**src/rtl/proc_bus_port.sv**
```systemverilog
module proc_bus_port #(
  parameter int DATA_W = 10
) (
  input  logic              clk,
  input  logic              rst,
  input  logic              sel_n,
  input  logic              sel_p,
  input  logic [1:0]        port_addr,
  input  logic              wstrb,
  input  logic              rstrb_n,
  input  logic [DATA_W-1:0] bus_in,
  output logic [DATA_W-1:0] bus_out,
  output logic              bus_oe,
  input  logic [DATA_W-1:0] fifo_data,
  input  logic              fifo_empty,
  output logic              fifo_pop,
  output logic              conv_single,
  output logic              twos_fmt,
  output logic [1:0]        chan_sel,
  output logic [1:0]        trig_code
);

  localparam logic [DATA_W-1:0] TOP_BIT = {1'b1, {(DATA_W-1){1'b0}}};
  localparam logic [1:0] A_CFG0 = 2'd0;
  localparam logic [1:0] A_CFG1 = 2'd1;
  localparam logic [1:0] A_DATA = 2'd2;

  logic [DATA_W-1:0] cfg0, cfg1, wr_data_q;
  logic [1:0]        wr_addr_q, rd_addr_q;
  logic              armed, wr_q, rd_q;

  wire selected = !sel_n && sel_p;
  wire wr_now   = selected && !wstrb;
  wire rd_now   = armed && selected && !wr_now && (cfg0[0] ? !rstrb_n : wstrb);
  wire wr_done  = wr_q && !wr_now;
  wire rd_done  = rd_q && !rd_now;

  always_ff @(posedge clk) begin
    if (rst) begin
      cfg0      <= '0;
      cfg1      <= '0;
      wr_data_q <= '0;
      wr_addr_q <= '0;
      rd_addr_q <= '0;
      armed     <= 1'b0;
      wr_q      <= 1'b0;
      rd_q      <= 1'b0;
      fifo_pop  <= 1'b0;
    end else begin
      wr_q     <= wr_now;
      rd_q     <= rd_now;
      fifo_pop <= rd_done && (rd_addr_q == A_DATA) && !fifo_empty;
      if (wr_now) begin
        wr_addr_q <= port_addr;
        wr_data_q <= bus_in;
      end
      if (rd_now) rd_addr_q <= port_addr;
      if (wr_done) begin
        armed <= 1'b1;
        if (wr_addr_q == A_CFG0) cfg0 <= wr_data_q;
        if (wr_addr_q == A_CFG1) cfg1 <= wr_data_q;
      end
    end
  end

  always_comb begin
    case (port_addr)
      A_CFG0:  bus_out = cfg0;
      A_CFG1:  bus_out = cfg1;
      A_DATA:  bus_out = twos_fmt ? (fifo_data ^ TOP_BIT) : fifo_data;
      default: bus_out = '0;
    endcase
  end

  assign bus_oe      = rd_now;
  assign conv_single = cfg0[1];
  assign twos_fmt    = cfg0[2];
  assign chan_sel    = cfg1[1:0];
  assign trig_code   = cfg1[3:2];

  assert_oe_selected_R1: assert property (@(posedge clk) disable iff (rst)
    bus_oe |-> (!sel_n && sel_p));

  assert_quiet_until_armed_R3: assert property (@(posedge clk) disable iff (rst)
    !armed |-> (!bus_oe && !fifo_pop));

  assert_write_wins_R5: assert property (@(posedge clk) disable iff (rst)
    (selected && !wstrb) |-> !bus_oe);

  assert_single_pop_R9: assert property (@(posedge clk) disable iff (rst)
    fifo_pop |=> !fifo_pop);

  assert_cfg_hold_R10: assert property (@(posedge clk) disable iff (rst)
    !wr_done |=> ($stable(cfg0) && $stable(cfg1)));

endmodule

```
**config.mk**
```make
export PLATFORM = sky130hd
export DESIGN_NAME = proc_bus_port
export DESIGN_NICKNAME = d
export VERILOG_FILES = /design/src/rtl/proc_bus_port.sv
export SDC_FILE = /design/constraint.sdc
export NUM_CORES = 1
export LEC_CHECK = 0
export ABC_AREA = 1
export CELL_PAD_IN_SITES_DETAIL_PLACEMENT = 2
export CELL_PAD_IN_SITES_GLOBAL_PLACEMENT = 2
export CORE_MARGIN = 1
export CORE_UTILIZATION = 25
export CTS_CLUSTER_DIAMETER = 200
export DETAILED_ROUTE_END_ITERATION = 6
export GPL_ROUTABILITY_DRIVEN = 0
export HOLD_SLACK_MARGIN = 0.05
export PLACE_DENSITY_LB_ADDON = 0.12
export SETUP_SLACK_MARGIN = 0.15
export SYNTH_ARGS = -nofsm -noshare
export SYNTH_HDL_FRONTEND = slang
export SYNTH_SLANG_ARGS = --single-unit
```
**constraint.sdc**
```tcl
create_clock -name clk -period 1.3 [get_ports clk]
set_input_delay 0.195 -clock clk [delete_from_list [all_inputs] [get_ports clk]]
set_output_delay 0.195 -clock clk [all_outputs]
set_load 0.01 [all_outputs]
```
# After elaboration in Yosys (flattened, before gate mapping)

Cells that the tools add are included.

Add/sub/neg operators: 0
Multiply operators: 0
Divide/modulo/power cells: 0
Order comparisons: 0
Equal/unequal tests: 4
Shift operators: 0
Mux-type cells: 3
Bitwise gates (word level): 1
Reduce and logical (&&, ||, !) cells: 19

Operators by type and width:

| cell                                           | count |
|---|---|
| one-hot mux 10 bit (3 select lines)            | 1 |
| two-way mux 10 bit                             | 1 |
| logical AND 1 bit                              | 9 |
| logical NOT 1 bit                              | 6 |
| == test 2 x 1 -> 1 bit (second input constant) | 2 |
| == test 2 bit (second input constant)          | 2 |
| logical NOT 2 bit                              | 2 |
| AND reduction 2 bit                            | 2 |
| two-way mux 1 bit                              | 1 |
| inverter 1 bit                                 | 1 |

Register bits: 38
Bits in latches: 0
Memory bits (writable): 0
Memory bits (read-only): 0
Bits of input ports: 29
Memories: 0

# Depth between registers and ports, before layout

Depth in word-level cells: 10
Depth in mapped cells: 8
Mapped depth without buffers: 7

# Worst setup path before layout

OpenSTA, ideal clock, no wires.

Kind: input port to output port
From: in port_addr[0]
To: out bus_out[9]
Arrival time: 0.792 ns
Data required time: 1.105 ns
Slack: 0.313 ns
Cell stages on the path: 4
Path through: clkbuf_2 -> nor2_2 -> nand2_1 -> o211ai_1

Cells in the longest elaborated chain, start to end: 2
Elaborated cells on any way between the ends: 4
Classes of those cells: eq/ne: 2; mux: 1; reduce/logical: 1

RTL lines:

| element                                     | RTL line | RTL |
|---|---|---|
| start, declared                             | 8        | `input logic [1:0] port_addr,` |
| == test 2 bit, or another cell as far along | 67       | `case (port_addr)` |
| one-hot mux 10 bit (3 select lines) *       | 67       |  |
| end, declared                               | 12       | `output logic [DATA_W-1:0] bus_out,` |

Mark *: on every way between the ends. The rest lies on a longest branch, timed or not.

# Worst setup path after layout

From: reg cfg0[2]
To: out bus_out[9]

Cells in the longest elaborated chain, start to end: 2

RTL lines:

| element                             | RTL line | RTL |
|---|---|---|
| start, declared                     | 28       | `logic [DATA_W-1:0] cfg0, cfg1, wr_data_q;` |
| start signal, assigned              | 60       | `if (wr_addr_q == A_CFG0) cfg0 <= wr_data_q;` |
| two-way mux 10 bit                  | 70       | `A_DATA: bus_out = twos_fmt ? (fifo_data ^ TOP_BIT) : fifo_data;` |
| one-hot mux 10 bit (3 select lines) | 67       |  |

No other way between the ends.

==> key figures <==
Yosys
  – Synthesized instance count: between 200 and 300
  – Sequential-to-total area share from yosys stat: 0.426
  – Yosys reg bits: 38
  – Yosys top cell area share: 0.426
  – Top area cells in the synthesized netlist: dfxtp_1 (43%), nand2_1 (18%), nor2_1 (12%)
  – Syn_nets: between 200 and 300
  – Top cell type by total area after synthesis: dfxtp_1
  – Post-Syn Area per Cell: about 6.7 um2
  – Synth warn: 0
  – Cell variety after synth: 16
  – Synthesized cell area: around 1800 um2

STA
  – Setup Skew: roughly 3.0 ps
  – Final hold vios: 0
  – Unrepaired setup endpoints after global routing: yes
  – Final Setup Violations: 2
  – Worst Slack Setup Final: -23.0 ps
  – Tmin final: around 1300 ps
  – Peak Freq: 756 MHz
  – Fin crit share: 1.02
  – Worst rel slew slack: 0.845
  – Fin. max-slew vios: 0
  – Slew @ Worst Pin: around 230 ps

Drt
  – Wirelength per Cell: ~13 um
  – DR vias/cell: around 4.3
  – Drt total wl: around 5.7 mm
  – TritonRoute pass-1 iters: 4
  – DRT antenna net count: 0
  – DR iter-0 viols: 60
  – DRC viols: 0
  – Vias: between 1.5k and 2k

Final layout
  – Ant. Diodes: 0
  – Share of cells above drive strength 1: 0.287
  – Nets: 370
  – Most frequent cells in the layout: nand2_1 (81), nor2_1 (54), buf_4 (30)
  – Area Overhead vs Synth: 46.9%
  – Post-Layout Inst Area: approximately 2600 um2
  – Most common cell after layout, fill and taps aside: nand2_1
  – Final Instance Count excl. Fillers: 437
  – Final core utilization: 0.384

Die
  – Initial Util: 0.262
  – Die ar.: between 7000 and 8000 um2
  – Row cnt: 30
  – Die Wd: 86.5 um
  – Die H: 86.5 um
  – Core box area: a little under 7000 um2
  – Io pins: 47

Power and ir drop
  – Internal power: between 1.5 and 2 mW
  – Power after layout: ~2.3 mW
  – Clock power share: 0.331
  – Max VDD drop: 0.389 mV
  – Combinational fraction of design power: 0.147
  – PwrDens: approximately 890 nW/um2
  – P_leak: around 1.3 nW
  – Switching part of the total power: 0.254
  – Reg power frac: 0.522
  – Net switching power: 592 uW

Worst setup path
  – Crit path DAT: approximately 1100 ps
  – Critical path origin: cfg0[2]
  – Largest fanout on the critical path: 2
  – Worst setup EP type: output port
  – Worst r2r src: wr_addr_q[1]
  – Crit path cell chain: xor2_1, nand2_1, o211ai_1, buf_2
  – Type of the worst setup path: flip-flop to output port
  – Crit-path max cell delay: about 330 ps
  – Slowest-stage cell, CP: dfxtp_2
  – Worst EP required: ~1100 ps
  – Critical Path Start Type: flip-flop

Global routing
  – Total grt overflow: 0
  – Global-route usage over all layers: 0.161
  – First-pass GRT wire length: approximately 9.3 mm
  – Initial antenna violation count: 0
  – Vias in the first global route: between 1.5k and 2k
  – Largest net degree at the start of global routing: 21

Clock tree
  – CTS tree: yes
  – H-tree depth: 2
  – Clk pin slew, worst setup/hold paths: 70 ps
  – Clock tree root driver cell: clkbuf_8
  – Hold buffers post-CTS: 0
  – Clock Tree Buf Depth: 2
  – CTS Buf Count: 5
  – Clock latency on the worst-skew pair: approximately 290 ps
  – Clk sinks: 38

Hold path
  – Hold crit path type: primary input to flip-flop
  – Hold Path Origin: port_addr[1]

Outcome
  – Failing checks: negative setup slack
  – Status: complete, but fails checks

Placed design
  – Area of placed instances: 2410 um2
  – Place WS: -749 ps
  – Port buffer count: 46
  – Dpl hpwl: about 3.8 mm
  – Cell Count Post-Placement: approximately 420

Flow run
  – Max_cap viols: 0
==> routing by layer <==
layer  GRT usage  part of all wire
met5           0                 0
met4      0.0455             0.011
met3      0.0286             0.025
met2       0.298              0.52
met1       0.190              0.44
==> worst paths after layout <==
kind | to | slack (ps) | cells after the start
setup reg to reg | cfg1[2] | 150 | 6
setup / recovery | bus_out[9] | -20 | 4
hold / removal | rd_addr_q[1] | 270 | 4
hold reg to reg | fifo_pop | 450 | 2
==> worst max-delay path: cells and delay by family, from the launching register on <==
family	cells	cell delay, ps
XOR/XNOR	1	150
buffers and inverters	1	180
AO/OA/AOI/OAI	1	110
AND/OR/NAND/NOR	1	70
flip-flops	1	330
==> stage by stage <==
stage	hold slack [ps]	TNS [ps]
2_1_floorplan	267	0
3_3_place_gp	413	-15720
3_5_place_dp	421	-17320
4_1_cts	259	-48.8
5_1_grt	303	-148
6_report	275	-36.8
==> area by class of cell <==
class	count	area, um2
Fill cell	830	4210
Multi-Input combinational cell	186	866
Sequential cell	38	778
Timing Repair Buffer	83	681
Tap cell	96	120
Inverter	27	104
Clock buffer	7	76.3
==> power by group through the flow <==
stage / clock [mW] / combinational (mW) / sequential [mW]
after floorplan: 0 / 0.151 / 1.24
after global placement: 0 / 0.333 / 1.24
after detailed placement: 0 / 0.338 / 1.24
after CTS: 0.805 / 0.336 / 1.21
after global routing: 0.863 / 0.380 / 1.22
final: 0.771 / 0.341 / 1.22
==> timing repair <==
action	in CTS	in global routing
gates cloned	1	1
setup buffers	8	4
resized for setup	105	20
pin swaps	14	5
setup endpoints to repair	51	32
==> state kept, by name (all words and copies together), names as in the netlist <==
name,cells
cfg0,10
cfg1,10
wr_data_q,10
rd_addr_q,2
wr_addr_q,2
armed,1
fifo_pop,1
rd_q,1
wr_q,1
==> cells in the mapped netlist <==
cell type  instances
nand3_1           12
nand2_4            1
buf_6              6
buf_4              4
clkinv_1           1
o211ai_1          10
inv_1             26
clkbuf_2           1
buf_2              6
nand2_1           85
nand3b_1           1
dfxtp_1           38
nor2_2             6
xor2_1             1
nor2_1            58
a21oi_1           11
==> cell families (layout without fill, tap and decap cells) <==
group | after synthesis | after routing | share of synthesized area
DFF | 38 | 38 | 0.426
buffers and inverters | 44 | 117 | 0.131
AOI/OAI and AO/OA | 21 | 21 | 0.0728
and+or+nand+nor | 163 | 164 | 0.366
xor gates and xnor gates | 1 | 1 | 0.00490
Power figures use the tool's default switching activity.
